<file path="src/rtl/tsrb_pkg.sv">
package tsrb_pkg;
   localparam int SRC_W  = 3;
   localparam int FRAC_W = 12;
   localparam int SEQ_W  = 16;

   // register window addresses
   typedef enum logic [2:0] {
      RA_CSR  = 3'd0,
      RA_ADV  = 3'd1,
      RA_SECH = 3'd2,
      RA_SECL = 3'd3,
      RA_CYC  = 3'd4,
      RA_TAG  = 3'd5
   } reg_addr_e;

   // control/status bit positions
   localparam int CSR_EN    = 0;
   localparam int CSR_PURGE = 1;  // write: action
   localparam int CSR_EMPTY = 1;  // read: status
   localparam int CSR_SQRST = 2;  // write: action
   localparam int CSR_OVF   = 2;  // read: status
   localparam int CSR_MASK  = 8;
endpackage

</file>
<file path="src/rtl/tsrb_admit.sv">
module tsrb_admit
   import tsrb_pkg::*;
#(
   parameter int NSRC = 2
) (
   input  logic              clk,
   input  logic              rst_n,
   input  logic              ts_valid,
   input  logic [SRC_W-1:0]  ts_src,
   input  logic              enable,
   input  logic [NSRC-1:0]   mask,
   input  logic              seq_clr,
   input  logic              drop,
   output logic              store,
   output logic [SEQ_W-1:0]  seq_tag
);
   logic             src_ok;
   logic [SEQ_W-1:0] seq_q, seq_base;

   always_comb begin
      src_ok = 1'b0;
      for (int i = 0; i < NSRC; i++)
         if (ts_src == SRC_W'(i)) src_ok = mask[i];
   end

   assign store    = ts_valid && enable && src_ok && !drop;
   assign seq_base = seq_clr ? '0 : seq_q;
   assign seq_tag  = seq_base;

   always_ff @(posedge clk) begin
      if (!rst_n)     seq_q <= '0;
      else if (store) seq_q <= seq_base + 1'b1;
      else            seq_q <= seq_base;
   end

   a_r5_seq_step: assert property (@(posedge clk) disable iff (!rst_n)
      (store && !seq_clr) |=> (seq_q == $past(seq_q) + 1'b1));
   a_r6_seq_clear: assert property (@(posedge clk) disable iff (!rst_n)
      (seq_clr && !store) |=> (seq_q == '0));
   a_r2_gate_off: assert property (@(posedge clk) disable iff (!rst_n)
      (ts_valid && !enable) |-> !store);
endmodule

</file>
<file path="src/rtl/tsrb_ring.sv">
module tsrb_ring #(
   parameter int W     = 32,
   parameter int DEPTH = 8
) (
   input  logic         clk,
   input  logic         rst_n,
   input  logic         push,
   input  logic [W-1:0] din,
   input  logic         pop,
   input  logic         purge,
   output logic [W-1:0] head,
   output logic         empty,
   output logic         full,
   output logic         overflow
);
   localparam int AW    = $clog2(DEPTH);
   localparam int CNT_W = AW + 1;

   logic [W-1:0]     mem [DEPTH];
   logic [AW-1:0]    wr_ptr, rd_ptr;
   logic [CNT_W-1:0] count;
   logic             pop_eff, drop_old;

   assign empty    = (count == '0);
   assign full     = (count == CNT_W'(DEPTH));
   assign head     = mem[rd_ptr];
   assign pop_eff  = pop && !empty && !purge;
   assign drop_old = push && full && !pop_eff;

   always_ff @(posedge clk)
      if (push) mem[wr_ptr] <= din;

   always_ff @(posedge clk) begin
      if (!rst_n || purge) begin
         wr_ptr   <= '0;
         rd_ptr   <= '0;
         count    <= '0;
         overflow <= 1'b0;
      end else begin
         if (push) wr_ptr <= wr_ptr + 1'b1;
         if (pop_eff || drop_old) rd_ptr <= rd_ptr + 1'b1;
         if (push && !pop_eff && !full) count <= count + 1'b1;
         else if (!push && pop_eff)     count <= count - 1'b1;
         if (drop_old) overflow <= 1'b1;
      end
   end

   a_r7_purge_empty: assert property (@(posedge clk) disable iff (!rst_n)
      purge |=> (empty && !overflow));
   a_r8_overwrite_flags: assert property (@(posedge clk) disable iff (!rst_n)
      (push && full && !pop && !purge) |=> (overflow && full));
   a_r10_pop_last: assert property (@(posedge clk) disable iff (!rst_n)
      (pop && !push && !purge && (count == CNT_W'(1))) |=> empty);
endmodule

</file>
<file path="src/rtl/tsrb_readout.sv">
module tsrb_readout
   import tsrb_pkg::*;
#(
   parameter int NSRC  = 2,
   parameter int DEPTH = 8,
   parameter int SEC_W = 40,
   parameter int CYC_W = 28
) (
   input  logic              clk,
   input  logic              rst_n,
   input  logic              ts_valid,
   input  logic [2:0]        ts_src,
   input  logic [SEC_W-1:0]  ts_sec,
   input  logic [CYC_W-1:0]  ts_cyc,
   input  logic [11:0]       ts_frac,
   input  logic              reg_wr,
   input  logic [2:0]        reg_addr,
   input  logic [31:0]       reg_wdata,
   output logic [31:0]       reg_rdata
);
   localparam int ENT_W = SEC_W + CYC_W + FRAC_W + SEQ_W + SRC_W;

   // elaboration-time parameter checks
   if (NSRC < 1 || NSRC > 8) begin : g_bad_nsrc
      $error("NSRC must be 1..8");
   end
   if (DEPTH < 2 || (DEPTH & (DEPTH - 1)) != 0) begin : g_bad_depth
      $error("DEPTH must be a power of two, at least 2");
   end
   if (SEC_W < 1 || SEC_W > 64) begin : g_bad_sec
      $error("SEC_W must be 1..64");
   end
   if (CYC_W < 1 || CYC_W > 32) begin : g_bad_cyc
      $error("CYC_W must be 1..32");
   end

   logic             enable_q;
   logic [NSRC-1:0]  mask_q;
   logic             wr_csr, wr_adv, purge, seq_clr;
   logic             store, empty, full, overflow;
   logic [SEQ_W-1:0] seq_tag;
   logic [ENT_W-1:0] ent_in, ent_head;

   logic [SEC_W-1:0] rd_sec_q;
   logic [CYC_W-1:0] rd_cyc_q;
   logic [FRAC_W-1:0] rd_frac_q;
   logic [SEQ_W-1:0] rd_seq_q;
   logic [SRC_W-1:0] rd_src_q;
   logic [31:0]      sec_hi, sec_lo, csr_rd;
   logic             unused_wbits;

   assign unused_wbits = ^reg_wdata;

   assign wr_csr  = reg_wr && (reg_addr == RA_CSR);
   assign wr_adv  = reg_wr && (reg_addr == RA_ADV);
   assign purge   = wr_csr && reg_wdata[CSR_PURGE];
   assign seq_clr = wr_csr && reg_wdata[CSR_SQRST];

   always_ff @(posedge clk) begin
      if (!rst_n) begin
         enable_q <= 1'b0;
         mask_q   <= '0;
      end else if (wr_csr) begin
         enable_q <= reg_wdata[CSR_EN];
         mask_q   <= reg_wdata[CSR_MASK +: NSRC];
      end
   end

   tsrb_admit #(.NSRC(NSRC)) i_admit (
      .clk(clk), .rst_n(rst_n), .ts_valid(ts_valid), .ts_src(ts_src),
      .enable(enable_q), .mask(mask_q), .seq_clr(seq_clr), .drop(purge),
      .store(store), .seq_tag(seq_tag)
   );

   assign ent_in = {ts_sec, ts_cyc, ts_frac, seq_tag, ts_src};

   tsrb_ring #(.W(ENT_W), .DEPTH(DEPTH)) i_ring (
      .clk(clk), .rst_n(rst_n), .push(store), .din(ent_in), .pop(wr_adv),
      .purge(purge), .head(ent_head), .empty(empty), .full(full),
      .overflow(overflow)
   );

   always_ff @(posedge clk) begin
      if (!rst_n) begin
         rd_sec_q  <= '0;
         rd_cyc_q  <= '0;
         rd_frac_q <= '0;
         rd_seq_q  <= '0;
         rd_src_q  <= '0;
      end else if (wr_adv && !empty) begin
         {rd_sec_q, rd_cyc_q, rd_frac_q, rd_seq_q, rd_src_q} <= ent_head;
      end
   end

   if (SEC_W > 32) begin : g_sec_wide
      assign sec_hi = 32'(rd_sec_q[SEC_W-1:32]);
      assign sec_lo = rd_sec_q[31:0];
   end else begin : g_sec_narrow
      assign sec_hi = '0;
      assign sec_lo = 32'(rd_sec_q);
   end

   always_comb begin
      csr_rd = '0;
      csr_rd[CSR_EN]    = enable_q;
      csr_rd[CSR_EMPTY] = empty;
      csr_rd[CSR_OVF]   = overflow;
      csr_rd[CSR_MASK +: NSRC] = mask_q;
   end

   always_comb begin
      case (reg_addr)
         RA_CSR:  reg_rdata = csr_rd;
         RA_SECH: reg_rdata = sec_hi;
         RA_SECL: reg_rdata = sec_lo;
         RA_CYC:  reg_rdata = 32'(rd_cyc_q);
         RA_TAG:  reg_rdata = {rd_seq_q, rd_frac_q, 1'b0, rd_src_q};
         default: reg_rdata = '0;
      endcase
   end

   a_r9_idle_advance: assert property (@(posedge clk) disable iff (!rst_n)
      (wr_adv && empty) |=> ($stable(rd_cyc_q) && $stable(rd_seq_q) && $stable(rd_sec_q)));
   a_r10_store_fills: assert property (@(posedge clk) disable iff (!rst_n)
      store |=> !empty);
   a_r3_full_stays: assert property (@(posedge clk) disable iff (!rst_n)
      (full && !wr_adv && !purge) |=> full);
endmodule

</file>
<file path="config.mk">
export PLATFORM = sky130hd
export DESIGN_NAME = tsrb_readout
export DESIGN_NICKNAME = d
export VERILOG_FILES = /design/src/rtl/tsrb_pkg.sv /design/src/rtl/tsrb_admit.sv /design/src/rtl/tsrb_ring.sv /design/src/rtl/tsrb_readout.sv
export SDC_FILE = /design/constraint.sdc
export NUM_CORES = 1
export LEC_CHECK = 0
export BUFFER_PORTS_ARGS = -buffer_cell sky130_fd_sc_hd__buf_2
export CAP_MARGIN = 5
export CORE_MARGIN = 5
export CORE_UTILIZATION = 55
export DETAILED_ROUTE_END_ITERATION = 10
export PLACE_DENSITY = 0.72
export SYNTH_ARGS = -nofsm -noshare
export SYNTH_HDL_FRONTEND = slang
export SYNTH_SLANG_ARGS = --single-unit
</file>
<file path="constraint.sdc">
create_clock -name clk -period 36.6 [get_ports clk]
set_input_delay 3.66 -clock clk [delete_from_list [all_inputs] [get_ports clk]]
set_output_delay 3.66 -clock clk [all_outputs]
set_load 0.02 [all_outputs]
</file>
==> metrics list <==
- The flow ran to the end, and the final reports show no timing, DRC or antenna violations.
* Via count of the routed design: 17,330
- In this run the static leakage power is 0.01211 uW.
* Post-synthesis sequential element count: 921
* Average routed wire per standard cell: 26.04 um
* Nets in the synthesized netlist: 1,909
* Minimum clock period after layout: 9985 ps
- Count of placed standard cells including taps: 2,684
- Unrepaired setup endpoints after global routing: no
- The Yosys step of the flow raised 0 warnings.
- Std-Cell Core Area: 0.06308 mm2
- Max_slew headroom: 28.69%
- After Yosys synthesis, and, or, nand and nor cells account for 1.962% of the synthesized area.
* Dominant cell type by area after synthesis: sky130_fd_sc_hd__edfxtp_1
- Measured along the y axis, the die boundary spans 262.3 um.
* Multi-input logic area: 0.008207 mm2
- Summed over all layers, the routed wires come to 74,510 um.
- Largest family of logic cells by synthesized area: multiplexers
- Along the worst path, the maximum fanout reaches 43.
- First-pass GRT wire length: 112,900 um
- The first detailed-routing pass ran for 5 iterations.
- For this block, the initial DRC count from the detailed router was 1,470.
- Starting density of the core: 55.49%
* Crit path required time: 32,940 ps
- Power dissipated by switching net loads: 392.2 uW
- Share of Yosys cell area claimed by the top area cell type: 67.94%
- The floorplan step defined a die boundary enclosing 0.06879 mm2.
- Num CTS Buffers: 90
* Number of buffers between clock root and the deepest sink: 3
- STA classifies the critical path startpoint as an input pin.
* Clk Latency, worst-skew pair: 640 ps
- Complex-gate fraction of the synthesized area: 4.107%
* Ranking of synthesized cells by area: sky130_fd_sc_hd__edfxtp_1, sky130_fd_sc_hd__mux4_2, sky130_fd_sc_hd__dfxtp_1
- Port bufs: 126
- After clock tree synthesis, the setup repair step added 0 buffers.
* Setup Crit Path Kind: in2out
- The net count of the finished layout is 2,058.
- Leaving out filler cells and counting taps, the final layout contains 2,861.
* Crit path DAT: 6330 ps
- TritonCTS built the clock tree.
- The worst hold path belongs to the class reg2reg.
* Register cell area after layout: 0.02638 mm2
* Number of distinct library cells after synthesis: 46
- Resized Gates After CTS: 0
* Post-detail-place hpwl: 41,590 um
- Measured along the x axis, the die boundary spans 262.3 um.
- Counting flops with an async set or reset pin after synthesis yields a share of 0%.
* # clock sinks: 921
- The initial antenna violation count was 15.
* Pin count of the biggest net entering global routing: 112
- Kind of end point of the critical path: output pin
- The tool flagged a number of max-cap violations equal to 0.
- Placer's final routability congestion estimate: 0.8062
- Synthesis produced 1,781 cells.
- Number of enable flip-flop cells after synthesis: 792
- The total overflow left after global routing is 0.
- Combined area of all synthesized cells: 0.03500 mm2
- Of the total synthesized cell area, the portion taken by XOR and XNOR cells is 0.3003%.
- After clock tree synthesis, the clock-pin slew on the worst setup and hold paths is 60 ps.
- Share of the clock period used by the worst path: 27.28%
- The post-route netlist has 24.95% of its cells at a drive strength greater than 1.
- In this run, the combinational gates consume 1.1% of the power.
- After synthesis, flip-flops and latches occupy 75.32% of the total area.
* Most used flip-flop cell after synthesis: sky130_fd_sc_hd__edfxtp_1
- Worst IR drop on VDD: 0.00003909 V
- Area growth syn-to-layout: 12.82%
- After detailed routing, the number of vias per cell comes to 6.056.
- Cell internal pwr: 1667 uW
- DRC Markers: 0
- In this run, flip-flops and latches consume 55.1% of the power.
- Counting the fill cells in the layout gives 4,386.
- Summed over all failing endpoints, the final setup total negative slack is 0 ps.
- Site row count: 92
* Routed Antenna Nets: 0
- Max-slew violation count: 0
- Net switching share of the total power: 19.04%
- Final hold vios: 0
* Fin Clk Skew: 25.33 ps
- Portion of netlist area occupied by mux cells: 16.69%
- Count of pins on the block boundary: 154
* Share of synthesized cell area in full adder, half adder and majority cells: 0.2359%
* Power per unit of standard cell area: 52.15 mW/mm2
- The clock tree synthesis step divided the H-tree into 3 levels.
- In this run, the clock network consumes 43.8% of the power.
* Hold_buf cts: 0
- Setup violations remaining at the end of the flow were counted as 0.
- CTS root buf: sky130_fd_sc_hd__clkbuf_16
- Each instance of the synthesized netlist takes up on average 19.65 um2.
* Global-route total usage across every layer: 21.50%
* Slew of the pin with the lowest slew margin: 1070 ps
* Highest Clock Rate: 0.1001 GHz
- Via count of the first global-routing pass: 17,980
worst max-delay path: stages:
cell and delay, ps:
sky130_fd_sc_hd__buf_2 80, sky130_fd_sc_hd__buf_4 650, sky130_fd_sc_hd__and2_1 320, sky130_fd_sc_hd__and2_1 790, sky130_fd_sc_hd__nand2_1 110, sky130_fd_sc_hd__o21ai_0 360, sky130_fd_sc_hd__buf_2 300
stage by stage:
stage	total power (uW)	setup slack [ps]	util, %	area, um2	hold WS, ps
2_1_floorplan	1164	21240	-	35000	437.7
3_3_place_gp	1178	26660	58.00	36580	467.9
3_5_place_dp	1179	26670	58.00	36580	470.6
4_1_cts	2073	26660	62.58	39470	484.3
5_1_grt	2123	26530	62.59	39480	525.2
6_report	2059	26610	62.60	39490	485.8
cell type report:
class | count | area share, %
Antenna cell | 7 | 0.04436
Inverter | 5 | 0.04753
Timing Repair Buffer | 163 | 2.338
Clock buffer | 130 | 6.248
Tap cell | 846 | 2.680
Multi-Input combinational cell | 749 | 20.78
Clock inverter | 40 | 1.068
Sequential cell | 921 | 66.79
logic make-up (layout without fill, tap and decap cells):
kind of cell | Yosys count | in the layout
other | 0 | 7
AOI/OAI and AO/OA | 268 | 268
and+or+nand+nor | 127 | 127
adders and majority gates | 6 | 6
DFF | 921 | 921
muxes | 336 | 336
xor gates and xnor gates | 12 | 12
buffers and inverters | 111 | 338
registers in the layout, indices dropped and copies added, names as in the netlist, 2 cells and up:
register,cells
rd_seq_q,16
mask_q,2
rd_src_q,3
i_admit.seq_q,16
i_ring.count,4
rd_cyc_q,28
i_ring.wr_ptr,3
i_ring.mem,792
rd_sec_q,40
rd_frac_q,12
i_ring.rd_ptr,3
final timing paths:
| path | cells after the start | startpoint | end | slack (ps) |
|---|---|---|---|---|
| setup reg to reg | 7 | enable_q | i_ring.mem[7][43] | 32680 |
| setup / recovery | 7 | reg_addr[0] | reg_rdata[25] | 26610 |
| hold / removal | 2 | i_ring.overflow | i_ring.overflow | 490 |
| hold reg to reg | 2 | i_ring.overflow | i_ring.overflow | 490 |
power groups by stage:
stage / Combinational, uW / Clock (uW) / Sequential (uW)
after floorplan: 5.90 / 0 / 1160
final: 21.9 / 902 / 1140
after detailed placement: 21.6 / 0 / 1160
after CTS: 21.7 / 916 / 1140
after global routing: 23.9 / 964 / 1130
after global placement: 20.1 / 0 / 1160
placed cells by master (no fill, tap or decap), types with 4 or more instances in the layout:
cell / count
sky130_fd_sc_hd__xnor2_1: 7
sky130_fd_sc_hd__and2_1: 17
sky130_fd_sc_hd__clkinv_1: 16
sky130_fd_sc_hd__clkbuf_8: 4
sky130_fd_sc_hd__edfxtp_1: 792
sky130_fd_sc_hd__nand2_1: 39
sky130_fd_sc_hd__a21oi_1: 109
sky130_fd_sc_hd__xor2_1: 5
sky130_fd_sc_hd__o22ai_1: 6
sky130_fd_sc_hd__nand4_1: 6
sky130_fd_sc_hd__a22oi_1: 9
sky130_fd_sc_hd__mux2i_1: 138
sky130_fd_sc_hd__inv_1: 5
sky130_fd_sc_hd__nand3_1: 9
sky130_fd_sc_hd__buf_4: 37
sky130_fd_sc_hd__diode_2: 7
sky130_fd_sc_hd__a21boi_1: 7
sky130_fd_sc_hd__ha_1: 5
sky130_fd_sc_hd__or3_1: 9
sky130_fd_sc_hd__nor2b_1: 9
sky130_fd_sc_hd__buf_2: 125
sky130_fd_sc_hd__clkbuf_16: 91
sky130_fd_sc_hd__inv_6: 4
sky130_fd_sc_hd__bufinv_16: 8
sky130_fd_sc_hd__clkbuf_1: 34
sky130_fd_sc_hd__dfxtp_1: 126
sky130_fd_sc_hd__mux4_2: 198
sky130_fd_sc_hd__clkinv_2: 9
sky130_fd_sc_hd__nor2_1: 16
sky130_fd_sc_hd__o21ai_0: 124
routing by layer:
layer  wire [um]  track usage [%]  vias up
li1            -                -     7570
met1       31190            30.90     9052
met2       35950            34.10      590
met3        5679            4.610      100
met4        1593            6.105       14
met5          92                0        -
cell usage after synthesis (5+ instances only):
cell type	n
sky130_fd_sc_hd__edfxtp_1	792
sky130_fd_sc_hd__mux4_2	198
sky130_fd_sc_hd__mux2i_1	138
sky130_fd_sc_hd__dfxtp_1	129
sky130_fd_sc_hd__o21ai_0	124
sky130_fd_sc_hd__a21oi_1	109
sky130_fd_sc_hd__clkbuf_1	58
sky130_fd_sc_hd__nand2_1	39
sky130_fd_sc_hd__buf_2	31
sky130_fd_sc_hd__and2_1	17
sky130_fd_sc_hd__nor2_1	17
sky130_fd_sc_hd__buf_1	12
sky130_fd_sc_hd__nor2b_1	10
sky130_fd_sc_hd__a22oi_1	9
sky130_fd_sc_hd__nand3_1	9
sky130_fd_sc_hd__or3_1	9
sky130_fd_sc_hd__a21boi_1	7
sky130_fd_sc_hd__xnor2_1	7
sky130_fd_sc_hd__nand4_1	6
sky130_fd_sc_hd__o22ai_1	6
sky130_fd_sc_hd__ha_1	5
sky130_fd_sc_hd__inv_1	5
sky130_fd_sc_hd__xor2_1	5
No activity file was read; power rests on OpenSTA's default activity.
